## src/rtl/mreg_load_pkg.sv

```systemverilog
package mreg_load_pkg;
  typedef enum logic [2:0] {
    ST_IDLE,
    ST_ISSUE,
    ST_WAIT,
    ST_WRITE,
    ST_DONE
  } seq_state_e;
endpackage

```

## src/rtl/mreg_seq_ctrl.sv

```systemverilog
module mreg_seq_ctrl
  import mreg_load_pkg::*;
#(
  parameter int SW = 6
) (
  input  logic             clk_i,
  input  logic             rst_ni,
  input  logic             accept_i,
  input  logic             rsp_i,
  input  logic             last_i,
  output seq_state_e       state_o,
  output logic [SW-1:0]    step_o
);
  seq_state_e    state_q;
  logic [SW-1:0] step_q;

  always_ff @(posedge clk_i or negedge rst_ni) begin
    if (!rst_ni) begin
      state_q <= ST_IDLE;
      step_q  <= '0;
    end else begin
      case (state_q)
        ST_IDLE: begin
          if (accept_i) begin
            state_q <= ST_ISSUE;
            step_q  <= '0;
          end
        end
        ST_ISSUE: state_q <= ST_WAIT;
        ST_WAIT:  if (rsp_i) state_q <= ST_WRITE;
        ST_WRITE: begin
          if (last_i) state_q <= ST_DONE;
          else begin
            state_q <= ST_ISSUE;
            step_q  <= step_q + 1'b1;
          end
        end
        ST_DONE:  state_q <= ST_IDLE;
        default:  state_q <= ST_IDLE;
      endcase
    end
  end

  assign state_o = state_q;
  assign step_o  = step_q;
endmodule

```

## src/rtl/mreg_addr_gen.sv

```systemverilog
module mreg_addr_gen #(
  parameter int AW     = 64,
  parameter int XLEN   = 64,
  parameter int WORD_W = 32,
  parameter int RW     = 5,
  parameter int SW     = 6
) (
  input  logic [AW-1:0] base_i,
  input  logic [RW-1:0] rt_i,
  input  logic [SW-1:0] step_i,
  input  logic          quad_i,
  input  logic          le_i,
  output logic [AW-1:0] addr_o,
  output logic [RW-1:0] reg_o,
  output logic          last_o
);
  localparam int WSH = $clog2(WORD_W / 8);
  localparam int DSH = $clog2(XLEN / 8);

  logic [AW-1:0] off_word, off_dword;
  logic [RW-1:0] reg_multi, reg_pair;

  assign off_word  = AW'(step_i) << WSH;
  assign off_dword = AW'(step_i) << DSH;
  assign reg_multi = rt_i + step_i[RW-1:0];
  // little-endian pair: first read lands in the odd register
  assign reg_pair  = {rt_i[RW-1:1], step_i[0] ^ le_i};

  always_comb begin
    if (quad_i) begin
      addr_o = base_i + off_dword;
      reg_o  = reg_pair;
      last_o = step_i[0];
    end else begin
      addr_o = base_i + off_word;
      reg_o  = reg_multi;
      last_o = &reg_multi;
    end
  end
endmodule

```

## src/rtl/mreg_data_fmt.sv

```systemverilog
module mreg_data_fmt #(
  parameter int XLEN   = 64,
  parameter int WORD_W = 32
) (
  input  logic [XLEN-1:0] raw_i,
  input  logic            quad_i,
  input  logic            le_i,
  output logic [XLEN-1:0] fmt_o
);
  localparam int NB = XLEN / 8;

  logic [XLEN-1:0] swapped;

  for (genvar b = 0; b < NB; b++) begin : g_swap
    assign swapped[b*8 +: 8] = raw_i[XLEN-1-b*8 -: 8];
  end

  always_comb begin
    if (!quad_i)   fmt_o = {{(XLEN-WORD_W){1'b0}}, raw_i[WORD_W-1:0]};
    else if (le_i) fmt_o = swapped;
    else           fmt_o = raw_i;
  end
endmodule

```

## src/rtl/mreg_load_seq.sv

```systemverilog
module mreg_load_seq
  import mreg_load_pkg::*;
#(
  parameter int XLEN   = 64,
  parameter int AW     = 64,
  parameter int NREG   = 32,
  parameter int WORD_W = 32,
  parameter int RW     = $clog2(NREG)
) (
  input  logic            clk_i,
  input  logic            rst_ni,
  input  logic            start_i,
  input  logic            quad_i,
  input  logic            le_i,
  input  logic [RW-1:0]   rt_i,
  input  logic [AW-1:0]   ea_i,
  output logic            rd_req_o,
  output logic [AW-1:0]   rd_addr_o,
  output logic            rd_dword_o,
  input  logic            rd_rsp_i,
  input  logic [XLEN-1:0] rd_data_i,
  output logic            wr_en_o,
  output logic [RW-1:0]   wr_reg_o,
  output logic [XLEN-1:0] wr_data_o,
  output logic            busy_o,
  output logic            done_o,
  output logic            invalid_o
);
  localparam int SW = RW + 1;

  seq_state_e      state;
  logic [SW-1:0]   step;
  logic [AW-1:0]   base_q;
  logic [RW-1:0]   rt_q;
  logic            quad_q, le_q;
  logic            idle, bad_pair, accept, last;
  logic [AW-1:0]   cur_addr;
  logic [RW-1:0]   cur_reg;
  logic [XLEN-1:0] fmt_data;
  logic [RW-1:0]   wr_reg_q;
  logic [XLEN-1:0] wr_data_q;
  logic            invalid_q;

  assign idle     = (state == ST_IDLE);
  assign bad_pair = quad_i & rt_i[0];
  assign accept   = start_i & idle & ~bad_pair;

  mreg_seq_ctrl #(.SW(SW)) u_ctrl (
    .clk_i    (clk_i),
    .rst_ni   (rst_ni),
    .accept_i (accept),
    .rsp_i    (rd_rsp_i),
    .last_i   (last),
    .state_o  (state),
    .step_o   (step)
  );

  mreg_addr_gen #(
    .AW(AW), .XLEN(XLEN), .WORD_W(WORD_W), .RW(RW), .SW(SW)
  ) u_addr (
    .base_i (base_q),
    .rt_i   (rt_q),
    .step_i (step),
    .quad_i (quad_q),
    .le_i   (le_q),
    .addr_o (cur_addr),
    .reg_o  (cur_reg),
    .last_o (last)
  );

  mreg_data_fmt #(.XLEN(XLEN), .WORD_W(WORD_W)) u_fmt (
    .raw_i  (rd_data_i),
    .quad_i (quad_q),
    .le_i   (le_q),
    .fmt_o  (fmt_data)
  );

  always_ff @(posedge clk_i or negedge rst_ni) begin
    if (!rst_ni) begin
      base_q    <= '0;
      rt_q      <= '0;
      quad_q    <= 1'b0;
      le_q      <= 1'b0;
      invalid_q <= 1'b0;
    end else begin
      invalid_q <= start_i & idle & bad_pair;
      if (accept) begin
        base_q <= ea_i;
        rt_q   <= rt_i;
        quad_q <= quad_i;
        le_q   <= le_i;
      end
    end
  end

  always_ff @(posedge clk_i or negedge rst_ni) begin
    if (!rst_ni) begin
      wr_reg_q  <= '0;
      wr_data_q <= '0;
    end else if (state == ST_WAIT && rd_rsp_i) begin
      wr_reg_q  <= cur_reg;
      wr_data_q <= fmt_data;
    end
  end

  assign rd_req_o   = (state == ST_ISSUE);
  assign rd_addr_o  = cur_addr;
  assign rd_dword_o = quad_q;
  assign wr_en_o    = (state == ST_WRITE);
  assign wr_reg_o   = wr_reg_q;
  assign wr_data_o  = wr_data_q;
  assign busy_o     = ~idle;
  assign done_o     = (state == ST_DONE);
  assign invalid_o  = invalid_q;
endmodule

```

## config.mk

```make
export PLATFORM = sky130hd
export DESIGN_NAME = mreg_load_seq
export DESIGN_NICKNAME = d
export VERILOG_FILES = /design/src/rtl/mreg_load_pkg.sv /design/src/rtl/mreg_seq_ctrl.sv /design/src/rtl/mreg_addr_gen.sv /design/src/rtl/mreg_data_fmt.sv /design/src/rtl/mreg_load_seq.sv
export SDC_FILE = /design/constraint.sdc
export NUM_CORES = 1
export LEC_CHECK = 0
export CORE_UTILIZATION = 50
export CTS_CLUSTER_DIAMETER = 80
export DETAILED_ROUTE_END_ITERATION = 16
export DONT_BUFFER_PORTS = 1
export PLACE_DENSITY_LB_ADDON = 0.08
export SYNTH_ARGS = -nofsm -noshare
export SYNTH_HDL_FRONTEND = slang
export SYNTH_SLANG_ARGS = --single-unit
```

## constraint.sdc

```tcl
create_clock -name clk_i -period 3.85 [get_ports clk_i]
set_clock_uncertainty 0.1 [all_clocks]
set_input_delay 0.77 -clock clk_i [delete_from_list [all_inputs] [get_ports clk_i]]
set_output_delay 0.77 -clock clk_i [all_outputs]
set_load 0.005 [all_outputs]
```

Word-level counts from Yosys, hierarchy flattened
Index checks and enable logic that the tools add are counted.

word-level totals
  flip-flop bits (word level) = 150
  RAM bits = 0
  bits in read-only memories = 0
  memories kept = 0
  latch bits = 0

cells by class
  bitwise logic cells = 7
  eq/ne operators = 7
  shifts and indexed selects = 0
  reduce and logical (&&, ||, !) cells = 6
  muxes and demuxes = 12
  add/sub/neg operators = 4
  divide/modulo/power cells = 0
  $mul = 0
  magnitude comparators = 0

operators with widths
  kind                                                  count
  2-to-1 mux 64 bit                                     3
  adder 64 x 8 -> 64 bit                                1
  adder 64 x 9 -> 64 bit                                1
  2-to-1 mux 6 bit                                      2
  case mux 3 bit (4 select lines)                       1
  case mux 6 bit (2 select lines)                       1
  2-to-1 mux 3 bit                                      3
  adder 6 x 1 -> 6 bit (second input constant)          1
  equality test 3 x 2 -> 1 bit (second input constant)  2
  adder 5 bit                                           1
  2-to-1 mux 5 bit                                      1
  AND reduction 5 bit                                   1
  bitwise AND 1 bit                                     4
  != test 2 bit (second input constant)                 2
  equality test 3 x 1 -> 1 bit (second input constant)  1
  equality test 3 bit (second input constant)           1
  zero test 3 bit                                       1
  AND reduction 3 bit                                   1
  != test 2 x 1 -> 1 bit (second input constant)        1
  NOT 1 bit                                             2
  AND reduction 2 bit                                   1
  nonzero test 2 bit                                    1
  logical AND 1 bit                                     1
  2-to-1 mux 1 bit                                      1
  XOR 1 bit                                             1

Depth between registers and ports, before layout
  depth in word-level cells = 5
  mapped depth = 9
  depth with buffers taken out = 8

By module
Synthesis repeated with hierarchy kept, for this count alone.

second synthesis, totals
  cells, all modules = 774
  area total of the unflattened synthesis = 9098.7 um^2

by module, submodules not included
  module         area each (um^2)  cells each  instances
  mreg_load_seq  5285.1            308         1
  mreg_addr_gen  2235.9            310         1
  mreg_data_fmt  1074.8            107         1
  mreg_seq_ctrl  503.0             49          1

Worst setup path after synthesis
No wires, ideal clock.

  path kind = register -> output
  start = reg u_ctrl.step_q[0] (netlist: u_ctrl.step_o[0])
  end = out rd_addr_o[60]
  path buffers = 1
  required time = 2.980 ns
  cell stages (with the launch flop) = 10
  path slack = 0.594 ns
  arrival time = 2.386 ns
  cell sequence = dfrtp_1 -> ha_1 -> fa_1 -> a21o_1 -> a221oi_1 -> o2bb2ai_1 -> and3_1 -> clkbuf_1 -> nand4_1 -> xnor2_1

on the way
  word-level cells in the longest chain between the ends = 2
  elaborated cells on any way between the ends = 3

RTL lines
  item                                                              RTL line                                  text
  start, declared                                                   mreg_seq_ctrl.sv:15                       logic [SW-1:0] step_q;
  start signal, assigned                                            mreg_seq_ctrl.sv:35                       step_q <= step_q + 1'b1;
  adder 64 x 8 -> 64 bit or adder 64 x 9 -> 64 bit (tied branches)  mreg_addr_gen.sv:35, mreg_addr_gen.sv:31
  2-to-1 mux 64 bit *                                               mreg_addr_gen.sv:30                       if (quad_i) begin
  end, declared                                                     mreg_load_seq.sv:18                       output logic [AW-1:0] rd_addr_o,

Mark *: on every way between the ends. The rest lies on a longest branch, timed or not.

Worst setup path in the final report
  start = reg base_q[3]
  end = out rd_addr_o[41]

on the way
  word-level cells in the longest chain between the ends = 2
  elaborated cells on any way between the ends = 3

RTL lines
  item                                                              RTL line                                  text
  start, declared                                                   mreg_load_seq.sv:33                       logic [AW-1:0] base_q;
  start signal, assigned                                            mreg_load_seq.sv:88                       base_q <= ea_i;
  adder 64 x 8 -> 64 bit or adder 64 x 9 -> 64 bit (tied branches)  mreg_addr_gen.sv:35, mreg_addr_gen.sv:31
  2-to-1 mux 64 bit *                                               mreg_addr_gen.sv:30

Marked as above.

==> reports/summary.txt <==
Most common cell after layout, fill and taps aside - nand2_1
Top FF cell, synth - dfrtp_1
Placed Cells - 1,090
Final Hold Fails - 150
Num CTS Buffers - 17
RSZ-0062 raised after global routing - yes
Mapped Area - 0.00833 mm^2
Slew @ Worst Pin - 1070 ps
Post-Layout Cell Count - 1,120
Critical Path AT - 2870 ps
Pre-CTS setup slack - 343 ps
Total vias in the final route - 6,553
Power Density - 797 mW/mm^2
Clock-pin slew on the worst setup and hold paths - 60 ps
# IOs - 278
PortBufs - 0
Period Utilization, post-route - 0.970
CP Capture Type - output port
Vias in the first global route - 6,305
Sequential area share after synthesis - 0.451
Synth cell types - 56
Post-synthesis mux area share - 0.0845
Flops & latches, synth - 150
Worst setup path start - base_q[3]$_DFFE_PN0P_
Final setup viols - 0
Synth Area in XOR/XNOR - 0.0751
Core Area - 0.0161 mm^2
Syn Inst Count - 917
Post-synth ARST share - 1.00
Clock Latency Late Sink - 420 ps
Final Slew Violations - 0
# H-tree levels - 4
GRT overflow - 0
Initial core utilization - 0.518
Post-DP HPWL - 15,700 um
Clock Tree Buf Depth - 2
Post-DR wirelength/cell - 19.9 um
Maxcap violations - 0
Clock share of power - 0.248
First-pass GRT wire length - 33,200 um
Syn-to-layout area delta - 10.3%
Syn avg cell area - 9.08 um^2
Yosys top cell area share - 0.451
Largest net degree at the start of global routing - 151
Worst Path Max Fanout - 14
Adder-cell area share of the yosys netlist - 0.0328
Commonest cells after routing, fill and taps aside - 266 x nand2_1, 148 x dfrtp_1, 68 x mux2i_1
Run status - finished with violations
Startpoint types - flip-flop
Post-synthesis compound-gate area fraction - 0.0981
Die Wd - 131 um
Simple-gate share of the synthesized area - 0.232
Die Ht - 131 um
Failing checks - negative hold slack
Syn_nets - 1,076
Reg power frac - 0.410
Detailed Routing Iterations Pass 1 - 5
Sw Ratio - 0.387
Root Buffer - clkbuf_16
Final wirelength - 22,300 um
Final nets - 1,052
Die area - 0.0172 mm^2
Critical path class - flip-flop to output port
Ranking of synthesized cells by area - dfrtp_1 45%, nand2_1 12%, mux2i_1 8.2%
Share of layout cells above drive strength 1 - 0.0697
Vias/cell - 5.85
Pleak - 4.47 nW
CTS Sinks - 150
FP Rows - 46
DRC violation total after the first TritonRoute iteration - 433
Top cell type by total area after synthesis - dfrtp_1
Internal - 0.00448 W
CTS tree - done
Total Routing Usage GR - 0.255
DR DRC count - 0
Slew margin rel. - 0.281
Comb pwr share - 0.342
Initial antenna violation count - 0
Ant diodes - 0
Crit path required time - 2980 ps
Switching pwr - 0.00283 W
Yosys warning count - 0
Worst hold path class - primary input to asynchronous set/reset pin
Worst r2r src - u_ctrl.step_o[0]$_DFFE_PN0P_
EDFF count, synth - 0
Final ANT Viol Nets - 0
Hold Slack - -59.1 ps
Tot Pwr - 0.00731 W
Combinational family with the most area after synthesis - simple AND/OR/NAND/NOR gates
Setup TNS - 0 ps
Worst Slack Setup Final - 115 ps
Post-route minimum period - 3740 ps
Fmax - 268 MHz
Worst vdd ir - 0.000362 V
GP Congestion - 0.897
## cells by family (layout without fill, tap and decap cells)
| kind of cell | after synthesis | count (layout) |
|---|---|---|
| xor+xnor | 69 | 69 |
| compound gates | 123 | 123 |
| fa+ha+maj | 20 | 20 |
| simple gates | 430 | 430 |
| flops | 150 | 150 |
| buf+inv | 55 | 42 |
| mux | 70 | 70 |
## through the flow
step            util  cell area (um^2)
2_1_floorplan      -              8330
3_3_place_gp   0.530              8510
3_5_place_dp   0.530              8510
4_1_cts        0.571              9170
5_1_grt        0.572              9180
6_report       0.572              9180
## worst max-delay path, stage by stage, from the launching register on
cell	delay, ps
dfrtp_1	430
ha_1	250
fa_1	440
a211oi_1	270
nor2_1	140
o31ai_4	280
a21oi_4	200
and3_1	250
xor2_1	180
## cells in the mapped netlist (3+ instances only)
cell and count:
nand2_1 267, dfrtp_1 150, mux2i_1 68, nor2_1 57
xnor2_1 50, o21ai_0 49, clkbuf_1 36, a22o_1 32
nand3_1 26, nand4_1 23, ha_1 17, xor2_1 17
and3_1 16, a21oi_1 15, buf_1 11, nor3_1 8
a21o_1 7, nand3_2 6, and2_1 4, and4_1 4
inv_1 4, nor3b_1 4, a211oi_1 3, fa_1 3
nand3b_1 3, o31ai_1 3
## routing by layer
| layer | share of wire | track usage |
|---|---|---|
| met1 | 0.39 | 0.291 |
| met2 | 0.48 | 0.433 |
| met3 | 0.095 | 0.0916 |
| met4 | 0.025 | 0.110 |
| met5 | 0 | 0 |
## registers in the layout, indices dropped and copies added (netlist names)
register and flops:
wr_data_o 64, u_ctrl.step_o 6, u_ctrl.state_o 3, rt_q 5
rd_dword_o 1, base_q 64, wr_reg_o 5, le_q 1
invalid_o 1
## power by group through the flow
stage	sequential [W]	combinational, W	clock [W]
after floorplan	0.00277	0.00204	0
after global placement	0.00299	0.00242	0
after detailed placement	0.00301	0.00250	0
after CTS	0.00300	0.00252	0.00184
after global routing	0.00310	0.00281	0.00192
final	0.00300	0.00250	0.00182
## final timing paths
| kind | cells past startpoint | endpoint | slack, ps |
|---|---|---|---|
| setup / recovery | 8 | rd_addr_o[41] | 110 |
| hold / removal | 0 | wr_data_o[51]$_DFFE_PN0P_ | -60 |
| setup reg to reg | 9 | u_ctrl.step_o[0]$_DFFE_PN0P_ | 960 |
| hold reg to reg | 2 | wr_data_o[21]$_DFFE_PN0P_ | 410 |
| max in group asynchronous | 0 | rd_dword_o$_DFFE_PN0P_ | 3520 |
| min in group clk_i | 2 | base_q[4]$_DFFE_PN0P_ | 360 |
## layout make-up
cell class	instances	area [um^2]
clock buffers	21	460
clock inverters	9	175
fillers	1425	6880
inverters	4	15.0
multi-input cells	712	4420
flip-flops and latches	150	3760
well taps	216	270
repair buffers	8	85.1
## timing repair
item | 4_1_cts | 5_1_grt
resized for setup | 5 | 2
hold endpoints to repair | 150 | 150
setup buffers | 0 | 0
endpoints found under the setup margin | 25 | 44
pin swaps | 0 | 1
Note: power is estimated with default switching activity, not from simulation.
